==> config.mk <==
export PLATFORM = sky130hd
export DESIGN_NAME = irq_mask_bank
export DESIGN_NICKNAME = d
export VERILOG_FILES = /design/src/rtl/irq_mask_pkg.sv /design/src/rtl/irq_req_sync.sv /design/src/rtl/irq_mask_regs.sv /design/src/rtl/irq_read_mux.sv /design/src/rtl/irq_mask_bank.sv
export SDC_FILE = /design/constraint.sdc
export NUM_CORES = 1
export LEC_CHECK = 0
export BUFFER_PORTS_ARGS = -buffer_cell sky130_fd_sc_hd__buf_2
export CAP_MARGIN = 20
export CORE_MARGIN = 5
export CORE_UTILIZATION = 56
export DETAILED_ROUTE_END_ITERATION = 10
export PLACE_DENSITY = 0.83
export SLEW_MARGIN = 0
export SYNTH_ARGS = -nofsm -noshare
export SYNTH_HDL_FRONTEND = slang
export SYNTH_SLANG_ARGS = --single-unit
==> constraint.sdc <==
create_clock -name clk_i -period 7.5 [get_ports clk_i]
set_input_delay 2.25 -clock clk_i [delete_from_list [all_inputs] [get_ports clk_i]]
set_output_delay 2.25 -clock clk_i [all_outputs]
set_load 0.01 [all_outputs]
==> src/rtl/irq_mask_pkg.sv <==
package irq_mask_pkg;
  localparam int DATA_W = 32;
  localparam int ADDR_W = 5;
  localparam int NUM_SRC = 2 * DATA_W;
  localparam int WSEL_W = ADDR_W - 2;

  typedef enum logic [WSEL_W-1:0] {
    SEL_PEND_HI = 3'd0,
    SEL_PEND_LO = 3'd1,
    SEL_MASK_HI = 3'd2,
    SEL_MASK_LO = 3'd3
  } reg_sel_e;
endpackage

==> src/rtl/irq_req_sync.sv <==
module irq_req_sync #(
  parameter int WIDTH = 64
) (
  input  logic             clk_i,
  input  logic             rst_ni,
  input  logic [WIDTH-1:0] req_i,
  output logic [WIDTH-1:0] pend_o
);
  logic [WIDTH-1:0] meta_q, pend_q;

  always_ff @(posedge clk_i or negedge rst_ni) begin
    if (!rst_ni) begin
      meta_q <= '0;
      pend_q <= '0;
    end else begin
      meta_q <= req_i;
      pend_q <= meta_q;
    end
  end

  assign pend_o = pend_q;
endmodule

==> src/rtl/irq_mask_regs.sv <==
module irq_mask_regs
  import irq_mask_pkg::*;
#(
  parameter int DW = DATA_W
) (
  input  logic            clk_i,
  input  logic            rst_ni,
  input  logic            wr_en_i,
  input  logic [WSEL_W-1:0] wsel_i,
  input  logic [DW-1:0]   wdata_i,
  input  logic [DW/8-1:0] wstrb_i,
  output logic [2*DW-1:0] mask_o
);
  localparam int NB = DW / 8;

  logic [2*DW-1:0] mask_q, mask_d;
  logic            wr_hi, wr_lo, mask_all;

  assign wr_hi    = wr_en_i && (wsel_i == SEL_MASK_HI);
  assign wr_lo    = wr_en_i && (wsel_i == SEL_MASK_LO);
  assign mask_all = wr_lo && wstrb_i[0] && wdata_i[0];

  always_comb begin
    mask_d = mask_q;
    for (int b = 0; b < NB; b++) begin
      if (wr_hi && wstrb_i[b]) mask_d[DW+8*b +: 8] = wdata_i[8*b +: 8];
      if (wr_lo && wstrb_i[b]) mask_d[8*b +: 8]    = wdata_i[8*b +: 8];
    end
    if (mask_all) mask_d = '1;
  end

  always_ff @(posedge clk_i or negedge rst_ni) begin
    if (!rst_ni) mask_q <= '1;
    else         mask_q <= mask_d;
  end

  assign mask_o = mask_q;

  AST_MASK_ALL: assert property (@(posedge clk_i) disable iff (!rst_ni)
    (wr_en_i && wsel_i == SEL_MASK_LO && wstrb_i[0] && wdata_i[0]) |=> (&mask_o));
  AST_IDLE_HOLD: assert property (@(posedge clk_i) disable iff (!rst_ni)
    !wr_en_i |=> $stable(mask_o));
  AST_PEND_WR_IGNORED: assert property (@(posedge clk_i) disable iff (!rst_ni)
    (wr_en_i && (wsel_i == SEL_PEND_HI || wsel_i == SEL_PEND_LO)) |=> $stable(mask_o));
  AST_UNMAPPED_WR: assert property (@(posedge clk_i) disable iff (!rst_ni)
    (wr_en_i && wsel_i > SEL_MASK_LO) |=> $stable(mask_o));
endmodule

==> src/rtl/irq_read_mux.sv <==
module irq_read_mux
  import irq_mask_pkg::*;
#(
  parameter int DW = DATA_W
) (
  input  logic [WSEL_W-1:0] wsel_i,
  input  logic [2*DW-1:0]   pend_i,
  input  logic [2*DW-1:0]   mask_i,
  output logic [DW-1:0]     rdata_o
);
  always_comb begin
    unique case (wsel_i)
      SEL_PEND_HI: rdata_o = pend_i[2*DW-1:DW];
      SEL_PEND_LO: rdata_o = pend_i[DW-1:0];
      SEL_MASK_HI: rdata_o = mask_i[2*DW-1:DW];
      SEL_MASK_LO: rdata_o = mask_i[DW-1:0];
      default:     rdata_o = '0;
    endcase
  end
endmodule

==> src/rtl/irq_mask_bank.sv <==
module irq_mask_bank
  import irq_mask_pkg::*;
#(
  parameter int DW = DATA_W,
  parameter int AW = ADDR_W
) (
  input  logic            clk_i,
  input  logic            rst_ni,
  input  logic [2*DW-1:0] req_i,
  input  logic [AW-1:0]   addr_i,
  input  logic            wr_en_i,
  input  logic [DW-1:0]   wdata_i,
  input  logic [DW/8-1:0] wstrb_i,
  output logic [DW-1:0]   rdata_o,
  output logic [2*DW-1:0] masked_req_o
);
  localparam int NSRC = 2 * DW;

  logic [NSRC-1:0]   pend, mask;
  logic [WSEL_W-1:0] wsel;

  assign wsel = addr_i[AW-1:2];

  irq_req_sync #(.WIDTH(NSRC)) u_sync (
    .clk_i(clk_i), .rst_ni(rst_ni), .req_i(req_i), .pend_o(pend)
  );

  irq_mask_regs #(.DW(DW)) u_regs (
    .clk_i(clk_i), .rst_ni(rst_ni), .wr_en_i(wr_en_i), .wsel_i(wsel),
    .wdata_i(wdata_i), .wstrb_i(wstrb_i), .mask_o(mask)
  );

  irq_read_mux #(.DW(DW)) u_rd (
    .wsel_i(wsel), .pend_i(pend), .mask_i(mask), .rdata_o(rdata_o)
  );

  // bit 0 is the mask-all control, never a source
  assign masked_req_o = {pend[NSRC-1:1] & ~mask[NSRC-1:1], 1'b0};

  AST_MASKED_SUBSET: assert property (@(posedge clk_i) disable iff (!rst_ni)
    ((masked_req_o & mask) == '0) && ((masked_req_o & ~pend) == '0));
endmodule

* Yosys cells after proc, flatten, opt, wreduce, memory -nomap -nowiden
Index checks and enable logic that the tools add are counted.
** Cells by class
- Eq/ne operators :: 3
- Mux-type cells :: 10
- Bitwise gates (word level) :: 2
- Reduce and logical (&&, ||, !) cells :: 20
** Operators with widths (count)
- $pmux 32 s4 :: 1
- $mux 64 :: 1
- $mux 8 :: 8
- $and 63x63->63 :: 1
- $not 63->63 :: 1
- $reduce_bool 2->1 :: 8
- $logic_and 1x1->1 :: 11
- $eq 3x2->1 const B :: 2
- $eq 3x1->1 const B :: 1
- $logic_not 3->1 :: 1
** Word-level totals
- Register bits after elaboration :: 192
- Input port bits :: 108
- Output and inout bits :: 96
- Word-level logic and storage cells :: 45

* Logic depth before layout (Yosys ltp)
Gate-level depths: netlist of run 1.
- Word-level depth :: 5
- Mapped depth :: 6
- Gate-level depth less buffers :: 3

* Modules after synthesis
A second synthesis of run 1 with hierarchy kept.
** Second synthesis, totals
- Cells, all modules :: 561
- Area, all modules :: 7912.6 um^2
** Modules (own cells, without submodules)
- irq_req_sync :: instances 1, cells each 128, area each 3203.1 um^2, seq. area each 3203.1 um^2
- irq_mask_regs :: instances 1, cells each 256, area each 2840.2 um^2, seq. area each 1681.6 um^2
- irq_read_mux :: instances 1, cells each 112, area each 991.0 um^2, seq. area each 0.0 um^2
- irq_mask_bank :: instances 1, cells each 65, area each 878.3 um^2, seq. area each 0.0 um^2

* Worst setup path before layout of run 1
OpenSTA, ideal clock, no wires.
- Path kind :: input to output
- From :: input addr_i[2]
- To :: output rdata_o[10]
- Arrival :: 3244 ps
- Data required time :: 5250 ps
- Path slack :: 2006 ps
- Stages :: 4
- Path buffers :: 2
- Cells stage by stage :: buf_6 -> buf_4 -> mux4_2 -> nor2b_1
** Between the ends
- Word-level cells in the longest chain between the ends :: 2
- Elaborated cells between the ends (all ways) :: 5
- Those cells by class :: eq/ne: 3; mux: 1; reduce/logical: 1
** Ends and longest elaborated chain
- start: declaration :: RTL line irq_mask_bank.sv:10 : input logic [AW-1:0] addr_i,
- $eq 3x2->1, or another cell as far along :: RTL line irq_read_mux.sv:12 : unique case (wsel_i)
- $pmux 32 s4 (*) :: RTL line irq_read_mux.sv:12
- end: declaration :: RTL line irq_mask_bank.sv:14 : output logic [DW-1:0] rdata_o,
Every way passes the cells marked *; elsewhere a longest branch is shown, timed or not.

* Worst setup path in the final report of run 1
- From :: input addr_i[2]
- To :: output rdata_o[16]
The elaborated chain is that of the path after synthesis.

==> results.md, run 1 <==
- Status: finished, final reports clean
- Buffers on Ports: 200
- Drt wl/cell: 20.80 µm
- DR iter-0 viols: 337
- Seq cells post-synth: 192
- Post-CTS Setup Inserts: 0
- Clock sinks: 192
- Clk Tree Root Cell: clkbuf_16
- Reg2reg start: u_regs.mask_o[4]
- Slew @ Worst Pin: 1.030 ns
- Slew Viols, Final: 0
- Hold path start: u_sync.meta_q[14]
- Clock buffer depth: 2
- # setup viols final: 0
- Critical path capture point type: primary output
- Num CTS Buffers: 17
- Critical path class: in -> out
- Worst vdd rail ir drop: 180.3 µV
- Chip width: 125.9 µm
- Worst-path maximum fanout: 25
- Die height: 125.9 µm
- Post-Route Skew: 0.006401 ns
- DRC: 0
- WHS Endpoint: u_sync.pend_o[14]
- Syn_nets: 610
- Vias in the first global route: 5559
- Mapped Cells: 502
- Vias: 5112
- # nets final: 801
- Yosys warns: 0
- Layout cells sized above 1: 47.88%
- Setup_tns: 0 ns
- WP data arrival: 4.26 ns
- Clk pin slew, worst setup/hold paths: 0.06 ns
- I/O Pins: 204
- Std-Cell Rows: 42
- Diode count: 0
- Worst path top cell family by delay: buffers and inverters
- Netlist cell types: 24
- RSZ-0062 raised after global routing: false
- Worst Hold Class: reg -> reg
- Max Cap Viol: 0
- Post-DRT Antenna Nets: 0
- Drt first pass iters: 5
- Slowest CP cell: buf_2
- Skew-Pair Late Insertion Delay: 0.43 ns
- FF-to-FF End: u_regs.mask_o[4]
- Final hold vios: 0
- Register area share after synthesis: 64.99%
- Min Tclk post-route: 6.507 ns
- Pwr/cell area: 287.0 nW/µm²
- R2R Setup Slk: 6.69 ns
- Initial core utilization: 56.98%
- Synth Cell Area: 7516 µm²
- Final critical-path share of the clock period: 86.76%
- Core region area: 13190 µm²
- CP startpoint kind: primary input
- Htree depth: 4
- Total Die Area: 15840 µm²
- Hold_buf cts: 0
- Commonest non-fill, non-tap cell in the layout: buf_2
- Hold_ws: 0.3460 ns
- First-pass GRT wire length: 29900 µm
- Hold Path Depth: 0
- Worst path required time: 5.25 ns
- CP peak stage delay: 0.70 ns
- Cts repair resizes: 0
- WP buf/inv: 3
- Initial antenna violation count: 2
- WL final: 18350 µm
- Post-detail-place hpwl: 12070 µm
- Area growth, synth to finish: 21.44%
- Slew headroom: 31.35%
- Largest net degree at the start of global routing: 73
- FF-to-FF path depth: 2
- Crit path cell chain: buf_2 -> buf_4 -> mux4_2 -> nor2b_1 -> buf_2
- Drt via density: 5.796
- GPL Wtd Cong: 0.8337
- Commonest cells after routing, fill and taps aside: 199 x buf_2, 128 x dfrtp_1, 93 x nor2b_1, 64 x dfstp_2
- Total grt overflow: 0
- Total track usage: 24.03%
- Critical Path Most Common Cell: buf_2
- CTS tree: done
- Max frequency: 153.7 MHz
- Mapped Avg Cell Area: 14.97 µm²
- Leak pwr: 4.597 nW
[cells by family after synthesis]
family	Yosys count	synth area share, %
other	1	0.04989
and+or+nand+nor	174	14.53
muxes	32	9.589
DFF	192	64.99
AOI/OAI and AO/OA	71	7.574
buffers and inverters	32	3.263
[worst max-delay path by stage]
stage / cells past startpoint / to / slack (ns) / start
after floorplan: 4 / rdata_o[10] / 2.01 / addr_i[2]
after global placement: 5 / rdata_o[16] / 0.96 / addr_i[2]
after detailed placement: 5 / rdata_o[16] / 0.93 / addr_i[2]
after CTS: 5 / rdata_o[16] / 0.93 / addr_i[2]
after global routing: 5 / rdata_o[17] / 0.79 / addr_i[2]
final: 5 / rdata_o[16] / 0.99 / addr_i[2]
[flip-flops by register name, summed over array words and instances, names as in the netlist]
signal and count:
u_sync.pend_o 64, u_sync.meta_q 64, u_regs.mask_o 64
[cells in the mapped netlist, drive strengths merged]
cell    count  share of area [%]
clkbuf      4               0.20
o21ai      14               0.93
nor2        7               0.35
and2b       2               0.20
dfrtp     128                 43
and2        1               0.12
and3       56                4.7
a211o      55                6.4
dfstp      64                 22
a32o        1               0.13
and3b       4               0.47
a21o        1               0.10
nand2       9               0.65
mux4       32                9.6
nor2b      94                7.9
nand3b      1               0.10
buf        28                3.1
conb        1              0.050
[cell type report]
cell class              instances  area (µm²)
clock buffers                  22       464.2
clock inverters                10       135.1
fillers                       905        4063
multi-input cells             278        2386
flip-flops and latches        192        4885
well taps                     176       220.2
repair buffers                204        1037
[worst reg2reg max path, cell delays in order (launching register included)]
cell and delay [ns]:
dfstp_2 0.56, o21ai_0 0.08, o21ai_1 0.10
[per-stage QoR]
stage	worst slack [ns]	cells	instance area, µm²	util (%)	total power (W)
6_report	0.9934	882	9128	69.20	0.002619
5_1_grt	0.7939	882	9128	69.20	0.002732
4_1_cts	0.9319	882	9128	69.20	0.002640
3_5_place_dp	0.9297	850	8528	64.66	0.001726
3_3_place_gp	0.9633	850	8528	64.66	0.001695
2_1_floorplan	2.006	502	7516	-	0.001539
[routing by layer]
| metal | vias up | wire, µm | track usage [%] |
|---|---|---|---|
| met5 | - | 14 | 0 |
| met4 | 4 | 289 | 7.256 |
| met3 | 33 | 1532 | 7.324 |
| met2 | 253 | 9123 | 39.30 |
| met1 | 2643 | 7385 | 31.44 |
| li1 | 2179 | - | - |
[power breakdown]
group | switching, W | internal, W | total, W
clock network | 0.000367 | 0.000541 | 0.000908
logic | 0.000183 | 0.000212 | 0.000395
registers | 0.0000937 | 0.00122 | 0.00132
total | 0.000644 | 0.00198 | 0.00262
No activity file was read; power rests on OpenSTA's default activity.
==> run 2, diff against run 1 <==
Settings changed: CORE_UTILIZATION 56 to 58, CTS_BUF_LIST set to sky130_fd_sc_hd__clkbuf_2 sky130_fd_sc_hd__clkbuf_4 sky130_fd_sc_hd__clkbuf_8, PLACE_DENSITY 0.83 to 0.86.
==> run 2 against run 1 <==
  * Final area decreased by 1.7%
  * Register-to-register slack about the same
  * Die area decreased by 3.2%
  * Sequential cell count unchanged
  * Core utilization increased by 1.6 points
  * Sequential power about the same
  * First-iteration DRC count increased by 16%
  * Routed wire length decreased by 2.3%
  * Via count decreased by 0.84%
  * Critical path depth unchanged
  * Count of clock-buffer cells in the layout increased by 2
  * Critical path type unchanged
==> results.md, run 2 (same netlist as run 1, synthesis figures left out) <==
- Num CTS Buffers: 17 (unchanged)
- Critical path class: in -> out (unchanged)
- Critical path capture point type: primary output (unchanged)
- Vias: 5069 (was 5112)
- FF-to-FF path depth: 2 (unchanged)
- RSZ-0062 raised after global routing: false (unchanged)
- Max frequency: 159.8 MHz (was 153.7 MHz)
- Post-DRT Antenna Nets: 0 (unchanged)
- Worst setup margin: 1.242 ns (was 0.9934 ns)
- Chip width: 123.8 µm (was 125.9 µm)
- CP peak stage delay: 0.55 ns (was 0.70 ns)
- Hold_buf cts: 0 (unchanged)
- DP Area: 8531 µm² (was 8528 µm²)
- Largest net degree at the start of global routing: 83 (was 73)
- Worst-path maximum fanout: 15 (was 25)
- Met2 wire len: 9017 µm (was 9123 µm)
- Psw: 0.0006118 W (was 0.0006435 W)
- Int Pwr: 0.001773 W (was 0.001976 W)
- WP data arrival: 4.01 ns (was 4.26 ns)
- Die height: 123.8 µm (was 125.9 µm)
- Slowest CP cell: mux4_2 (was buf_2)
- Post-Layout Cell Count: 881 (was 882)
- Final Cell Area: 8972 µm² (was 9128 µm²)
- DRC: 0 (unchanged)
- Sw frac: 25.65% (was 24.57%)
- Final hold vios: 0 (unchanged)
- GPL Wtd Cong: 0.8262 (was 0.8337)
- DR iter-0 viols: 392 (was 337)
- Footprint of the multi-input gates: 2386 µm² (unchanged)
- # setup viols final: 0 (unchanged)
- Slew headroom: 30.13% (was 31.35%)
- Worst vdd rail ir drop: 294.7 µV (was 180.3 µV)
- Sequential cell area: 4885 µm² (unchanged)
- Layout Utilization: 70.81% (was 69.20%)
- Drt first pass iters: 4 (was 5)
- Commonest non-fill, non-tap cell in the layout: buf_2 (unchanged)
- Drt wl/cell: 20.35 µm (was 20.80 µm)
- Cts repair resizes: 0 (unchanged)
- Fillers: 844 (was 905)
- Clock sinks: 192 (unchanged)
- Skew-Pair Late Insertion Delay: 0.48 ns (was 0.43 ns)
- Initial antenna violation count: 2 (unchanged)
- Worst path required time: 5.25 ns (about the same)
- Area growth, synth to finish: 19.38% (was 21.44%)
- Status: finished, final reports clean (unchanged)
- Setup_tns: 0 ns (unchanged)
- WL final: 17920 µm (was 18350 µm)
- Post-Route Skew: 0.02165 ns (was 0.006401 ns)
- Total grt overflow: 0 (unchanged)
- I/O Pins: 204 (unchanged)
- Slew Viols, Final: 0 (unchanged)
- Critical Path Most Common Cell: buf_2 (unchanged)
- Worst Hold Class: reg -> reg (unchanged)
- Final critical-path share of the clock period: 83.45% (was 86.76%)
- Setup WS pre-CTS: 1.211 ns (was 0.9297 ns)
- Layout cells sized above 1: 48.45% (was 47.88%)
- CP startpoint kind: primary input (unchanged)
- Post-placement cell count: 847 (was 850)
- Core region area: 12670 µm² (was 13190 µm²)
- Total track usage: 24.39% (was 24.03%)
- Drt via density: 5.754 (was 5.796)
- Commonest cells after routing, fill and taps aside: 199 x buf_2, 128 x dfrtp_1, 93 x nor2b_1, 64 x dfstp_2 (unchanged)
- M1 wire length: 7062 µm (was 7385 µm)
- # nets final: 803 (was 801)
- Max Cap Viol: 0 (unchanged)
- Pwr/cell area: 265.8 nW/µm² (was 287.0 nW/µm²)
- Metal3 WL: 1468 µm (was 1532 µm)
- CTS tree: done (unchanged)
- Min Tclk post-route: 6.258 ns (was 6.507 ns)
- Total Die Area: 15340 µm² (was 15840 µm²)
- Combinational power share: 16.6% (was 15.1%)
- Clock buffer depth: 2 (unchanged)
- Initial core utilization: 59.32% (was 56.98%)
- Clock power share: 28.5% (was 34.7%)
- Buffers on Ports: 200 (unchanged)
- Max Used Layer: met5 (unchanged)
- Sequential share of power: 54.9% (was 50.3%)
- Post-detail-place hpwl: 12120 µm (was 12070 µm)
- Clk pin slew, worst setup/hold paths: 0.08 ns (was 0.06 ns)
- Worst path top cell family by delay: buffers and inverters (unchanged)
- Leak pwr: 4.527 nW (was 4.597 nW)
- Vias in the first global route: 5476 (was 5559)
- R2R Setup Slk: 6.68 ns (was 6.69 ns)
- Htree depth: 4 (unchanged)
- WP buf/inv: 3 (unchanged)
- Post-CTS Setup Inserts: 0 (unchanged)
- Slew @ Worst Pin: 1.048 ns (was 1.030 ns)
- Crit path cell chain: buf_2 -> buf_4 -> mux4_2 -> nor2b_1 -> buf_2 (unchanged)
- Worst path depth: 5 (unchanged)
- Clk Tree Root Cell: clkbuf_8 (was clkbuf_16)
- Hold Path Depth: 0 (unchanged)
- First-pass GRT wire length: 28180 µm (was 29900 µm)
- Std-Cell Rows: 41 (was 42)
run 2: changes by cell type in the layout (fill, tap and decap cells not counted), moves of 3 or more:
cell       previous run  this run
clkinv_2              4         1
clkbuf_1              3         0
clkbuf_16            17         0
clkbuf_8              2        20
clkbuf_4              0         4
run 2: through the flow:
step	total power, W	hold slack, ns
after floorplan	0.001539	0.3312
after global routing	0.002500	0.3593
after global placement	0.001694	0.3321
after detailed placement	0.001724	0.3347
final	0.002385	0.3523
after CTS	0.002405	0.3539
run 2: worst reg2reg max path, cell delays in order, from the launching register on:
cell,delay (ns)
dfstp_2,0.56
o21ai_0,0.10
o21ai_1,0.10
run 2: final timing paths:
kind	end	startpoint
hold / removal	u_sync.pend_o[42]	u_sync.meta_q[42]
max in group asynchronous	u_sync.pend_o[43]	rst_ni
hold reg to reg	u_sync.pend_o[42]	u_sync.meta_q[42]
setup reg to reg	u_regs.mask_o[6]	u_regs.mask_o[6]
setup / recovery	rdata_o[0]	addr_i[2]
min in group asynchronous	u_sync.meta_q[58]	rst_ni
run 2: power by group through the flow:
stage               logic [W]  registers (W)  clock network [W]
finish               0.000396        0.00131           0.000680
global route         0.000432        0.00133           0.000742
CTS                  0.000401        0.00131           0.000697
detailed placement   0.000399        0.00133                  0
global placement     0.000383        0.00131                  0
floorplan            0.000249        0.00129                  0
run 2: cell type report:
| class | count | share of cell area, % |
|---|---|---|
| Antenna cell | 1 | 0.02789 |
| Tap cell | 172 | 2.399 |
| Timing Repair Buffer | 206 | 11.95 |
| Clock buffer | 24 | 3.403 |
| Sequential cell | 192 | 54.44 |
| Clock inverter | 8 | 1.185 |
| Multi-Input combinational cell | 278 | 26.59 |
run 2: routing by layer:
metal / GRT usage (%) / up-vias
li1: - / 2169
met1: 30.39 / 2627
met2: 39.95 / 239
met3: 8.265 / 32
met4: 8.789 / 2
met5: 0 / -
==> run 3, diff against run 2 <==
Settings changed: ABC_AREA set to 1, CORE_UTILIZATION 58 to 54, PLACE_DENSITY 0.86 to 0.81.
Clock period 7.5 ns to 6.4 ns, I/O delays scaled along.
==> run 3 against run 2 <==
  * First-iteration DRC count grew 3.1%
  * Clock power grew 37%
  * Critical path type unchanged
  * Synthesized area shrank 0.78%
  * Routed wire length shrank 3.0%
  * Largest power group unchanged
==> results.md, run 3 <==
- Synth Cell Area: 7457 µm² (was 7516 µm²)
- Min Tclk post-route: 5.408 ns
- Hold path start: u_sync.meta_q[8] (was u_sync.meta_q[42])
- Skew-Pair Late Insertion Delay: 0.45 ns (was 0.48 ns)
- Post-Synth XOR/XNOR Area: 0% (unchanged)
- Critical path class: in -> out (unchanged)
- R2R Setup Slk: 5.56 ns (was 6.68 ns)
- Post-Route Skew: 0.006203 ns (was 0.02165 ns)
- Post-synth top flop: dfrtp_1 (unchanged)
- GPL Wtd Cong: 0.8277 (was 0.8262)
- Psw: 0.0007235 W (was 0.0006118 W)
- Largest family of logic cells by synthesized area: simple AND/OR/NAND/NOR gates (unchanged)
- Chip width: 127.5 µm (was 123.8 µm)
- Slew Viols, Final: 0 (unchanged)
- Top post-synthesis cells by area: dfrtp_1 43%, dfstp_2 23%, nand2_1 10% (was dfrtp_1 43%, dfstp_2 22%, mux4_2 9.6%)
- Mapped Cells: 753 (was 502)
- First-pass GRT wire length: 27690 µm (was 28180 µm)
- Worst-path maximum fanout: 26 (was 15)
- Yosys warns: 0 (unchanged)
- Sequential share of power: 53.2% (was 54.9%)
- I/O Pins: 204 (unchanged)
- Num CTS Buffers: 17 (unchanged)
- Sw frac: 25.47% (was 25.65%)
- Int Pwr: 0.002117 W (was 0.001773 W)
- Reg2reg start: u_regs.mask_o[50] (was u_regs.mask_o[6])
- Total track usage: 21.87% (was 24.39%)
- Total grt overflow: 0 (unchanged)
- Leak pwr: 5.019 nW (was 4.527 nW)
- Post-synth top area cell: dfrtp_1 (unchanged)
- FF-to-FF End: u_regs.mask_o[50] (was u_regs.mask_o[6])
- Combinational power share: 14.0% (was 16.6%)
- Hold Path Depth: 0 (unchanged)
- # setup viols final: 0 (unchanged)
- Share of the synthesized area in the top cell type: 42.95% (was 42.62%)
- Buffers on Ports: 200 (unchanged)
- Simple-Gate Fraction of Synth Area: 20.12% (was 14.53%)
- Share of flip-flops with an asynchronous set or reset: 100.0% (unchanged)
- Commonest cells after routing, fill and taps aside: 202 x nand2_1, 199 x buf_2, 128 x inv_1, 128 x dfrtp_1 (was 199 x buf_2, 128 x dfrtp_1, 93 x nor2b_1, 64 x dfstp_2)
- Most common cell in the synthesized netlist: nand2_1 (was dfrtp_1)
- Drt via density: 4.924 (was 5.754)
- Clk pin slew, worst setup/hold paths: 0.09 ns (was 0.08 ns)
- Syn_nets: 861 (was 610)
- Seq cells post-synth: 192 (unchanged)
- WHS Endpoint: u_sync.pend_o[8] (was u_sync.pend_o[42])
- Clock sinks: 192 (unchanged)
- Clk Tree Root Cell: clkbuf_8 (unchanged)
- Compound-gate portion of the synthesized area: 5.721% (was 7.574%)
- Vias: 5668 (was 5069)
- DR iter-0 viols: 404 (was 392)
- Post-synth EDFFs: 0 (unchanged)
- CP startpoint kind: primary input (unchanged)
- Slowest CP cell: nor2_4 (was mux4_2)
- Netlist cell types: 22 (was 24)
- Synth Area in Adders: 0% (unchanged)
- Pwr/cell area: 312.0 nW/µm² (was 265.8 nW/µm²)
- WL final: 17390 µm (was 17920 µm)
- Worst Hold Class: reg -> reg (unchanged)
- Total Die Area: 16260 µm² (was 15340 µm²)
- Critical path capture point type: primary output (unchanged)
- CTS tree: done (unchanged)
- Post-DRT Antenna Nets: 0 (unchanged)
- FF-to-FF path depth: 2 (unchanged)
- RSZ-0062 raised after global routing: false (unchanged)
- Area growth, synth to finish: 22.06% (was 19.38%)
- Register area share after synthesis: 65.50% (was 64.99%)
- Multiplexer area fraction after synthesis: 0% (was 9.589%)
- Final hold vios: 0 (unchanged)
- Core region area: 13720 µm² (was 12670 µm²)
- Slew @ Worst Pin: 0.9819 ns (was 1.048 ns)
- Layout cells sized above 1: 33.51% (was 48.45%)
- CP peak stage delay: 0.65 ns (was 0.55 ns)
- Worst vdd rail ir drop: 186.9 µV (was 294.7 µV)
- Vias in the first global route: 5567 (was 5476)
- Status: finished, final reports clean (unchanged)
- WP data arrival: 3.49 ns (was 4.01 ns)
- Worst path required time: 4.48 ns (was 5.25 ns)
- Max Cap Viol: 0 (unchanged)
- Commonest non-fill, non-tap cell in the layout: nand2_1 (was buf_2)
- Initial core utilization: 54.35% (was 59.32%)
- Drt wl/cell: 15.11 µm (was 20.35 µm)
- Hold_ws: 0.3526 ns (was 0.3523 ns)
- Drt first pass iters: 5 (was 4)
- Post-detail-place hpwl: 11790 µm (was 12120 µm)
- Hold_buf cts: 0 (unchanged)
- Largest net degree at the start of global routing: 97 (was 83)
- Initial antenna violation count: 1 (was 2)
- Cts repair resizes: 0 (unchanged)
- Most frequent cells after synthesis: 202 x nand2_1, 128 x dfrtp_1, 128 x inv_1 (was 128 x dfrtp_1, 93 x nor2b_1, 64 x dfstp_2)
- Crit path cell chain: buf_2 -> nand2_1 -> nor2_4 -> buf_4 -> a22oi_1 -> nand2_1 -> buf_2 (was buf_2 -> buf_4 -> mux4_2 -> nor2b_1 -> buf_2)
- Final critical-path share of the clock period: 84.50%
- Slew headroom: 34.54% (was 30.13%)
- Clock power share: 32.8% (was 28.5%)
- Max frequency: 184.9 MHz
- Mapped Avg Cell Area: 9.903 µm² (was 14.97 µm²)
- # nets final: 1065 (was 803)
- DRC: 0 (unchanged)
- Setup_tns: 0 ns (unchanged)
- Std-Cell Rows: 43 (was 41)
- Die height: 127.5 µm (was 123.8 µm)
- Htree depth: 4 (unchanged)
- Post-CTS Setup Inserts: 0 (unchanged)
- Clock buffer depth: 2 (unchanged)
run 3: cell count changes after synthesis, moves of 57 or more:
cell / change
nand2_1: +199
nor2_1: +57
nor2b_1: -93
nand3_1: +58
inv_1: +128
run 3: final cells by class:
cell class / instances / area, µm²
tap: 180 / 225.2
antenna: 1 / 2.502
multi-input combinational: 408 / 1944
timing repair buffer: 209 / 1077
clock buffer: 22 / 277.8
sequential: 192 / 4885
inverter: 129 / 484.2
fill: 1088 / 4617
clock inverter: 10 / 206.4
run 3: logic make-up (layout without fill, tap and decap cells):
group | count (synthesis) | count (layout)
DFF | 192 | 192
and+or+nand+nor | 345 | 345
other | 1 | 2
buffers and inverters | 153 | 370
AOI/OAI and AO/OA | 62 | 62
run 3: critical path, delay by kind of cell:
family | cells | cell delay, ns
AO/OA/AOI/OAI | 1 | 0.11
buffers and inverters | 3 | 0.57
AND/OR/NAND/NOR | 3 | 0.89
run 3: how the worst max path moves through the flow:
stage	depth (start not counted)	end	start	slack, ns
after floorplan	6	rdata_o[10]	addr_i[2]	1.74
after global placement	7	rdata_o[16]	addr_i[2]	1.00
after detailed placement	7	rdata_o[23]	addr_i[2]	1.0
after CTS	7	rdata_o[23]	addr_i[2]	0.99
after global routing	7	rdata_o[23]	addr_i[2]	0.91
final	7	rdata_o[23]	addr_i[2]	0.99
run 3: per-stage QoR:
step	total power, W	worst slack, ns	instances	utilization, %	instance area (µm²)
2_1_floorplan	0.001731	1.745	753	-	7457
3_3_place_gp	0.001915	1.004	1118	62.80	8616
6_report	0.002840	0.9920	1151	66.35	9102
3_5_place_dp	0.001932	0.9968	1118	62.80	8616
4_1_cts	0.002868	0.9871	1150	66.33	9100
5_1_grt	0.002982	0.9114	1151	66.35	9102
run 3: layer usage:
metal | wire, µm | part of all wire (%) | global-route usage (%) | vias up
li1 | - | - | - | 2730
met1 | 7217 | 42 | 29.04 | 2714
met2 | 8690 | 50 | 35.12 | 200
met3 | 1171 | 6.7 | 4.975 | 24
met4 | 307 | 1.8 | 8.770 | 0
met5 | 0 | 0 | 0 | -
run 3: power groups by stage:
stage          logic [W]  clock network, W  registers (W)
2_1_floorplan   0.000233                 0        0.00150
3_3_place_gp    0.000392                 0        0.00152
3_5_place_dp    0.000403                 0        0.00153
4_1_cts         0.000406          0.000953        0.00151
5_1_grt         0.000450           0.00101        0.00153
6_report        0.000398          0.000932        0.00151
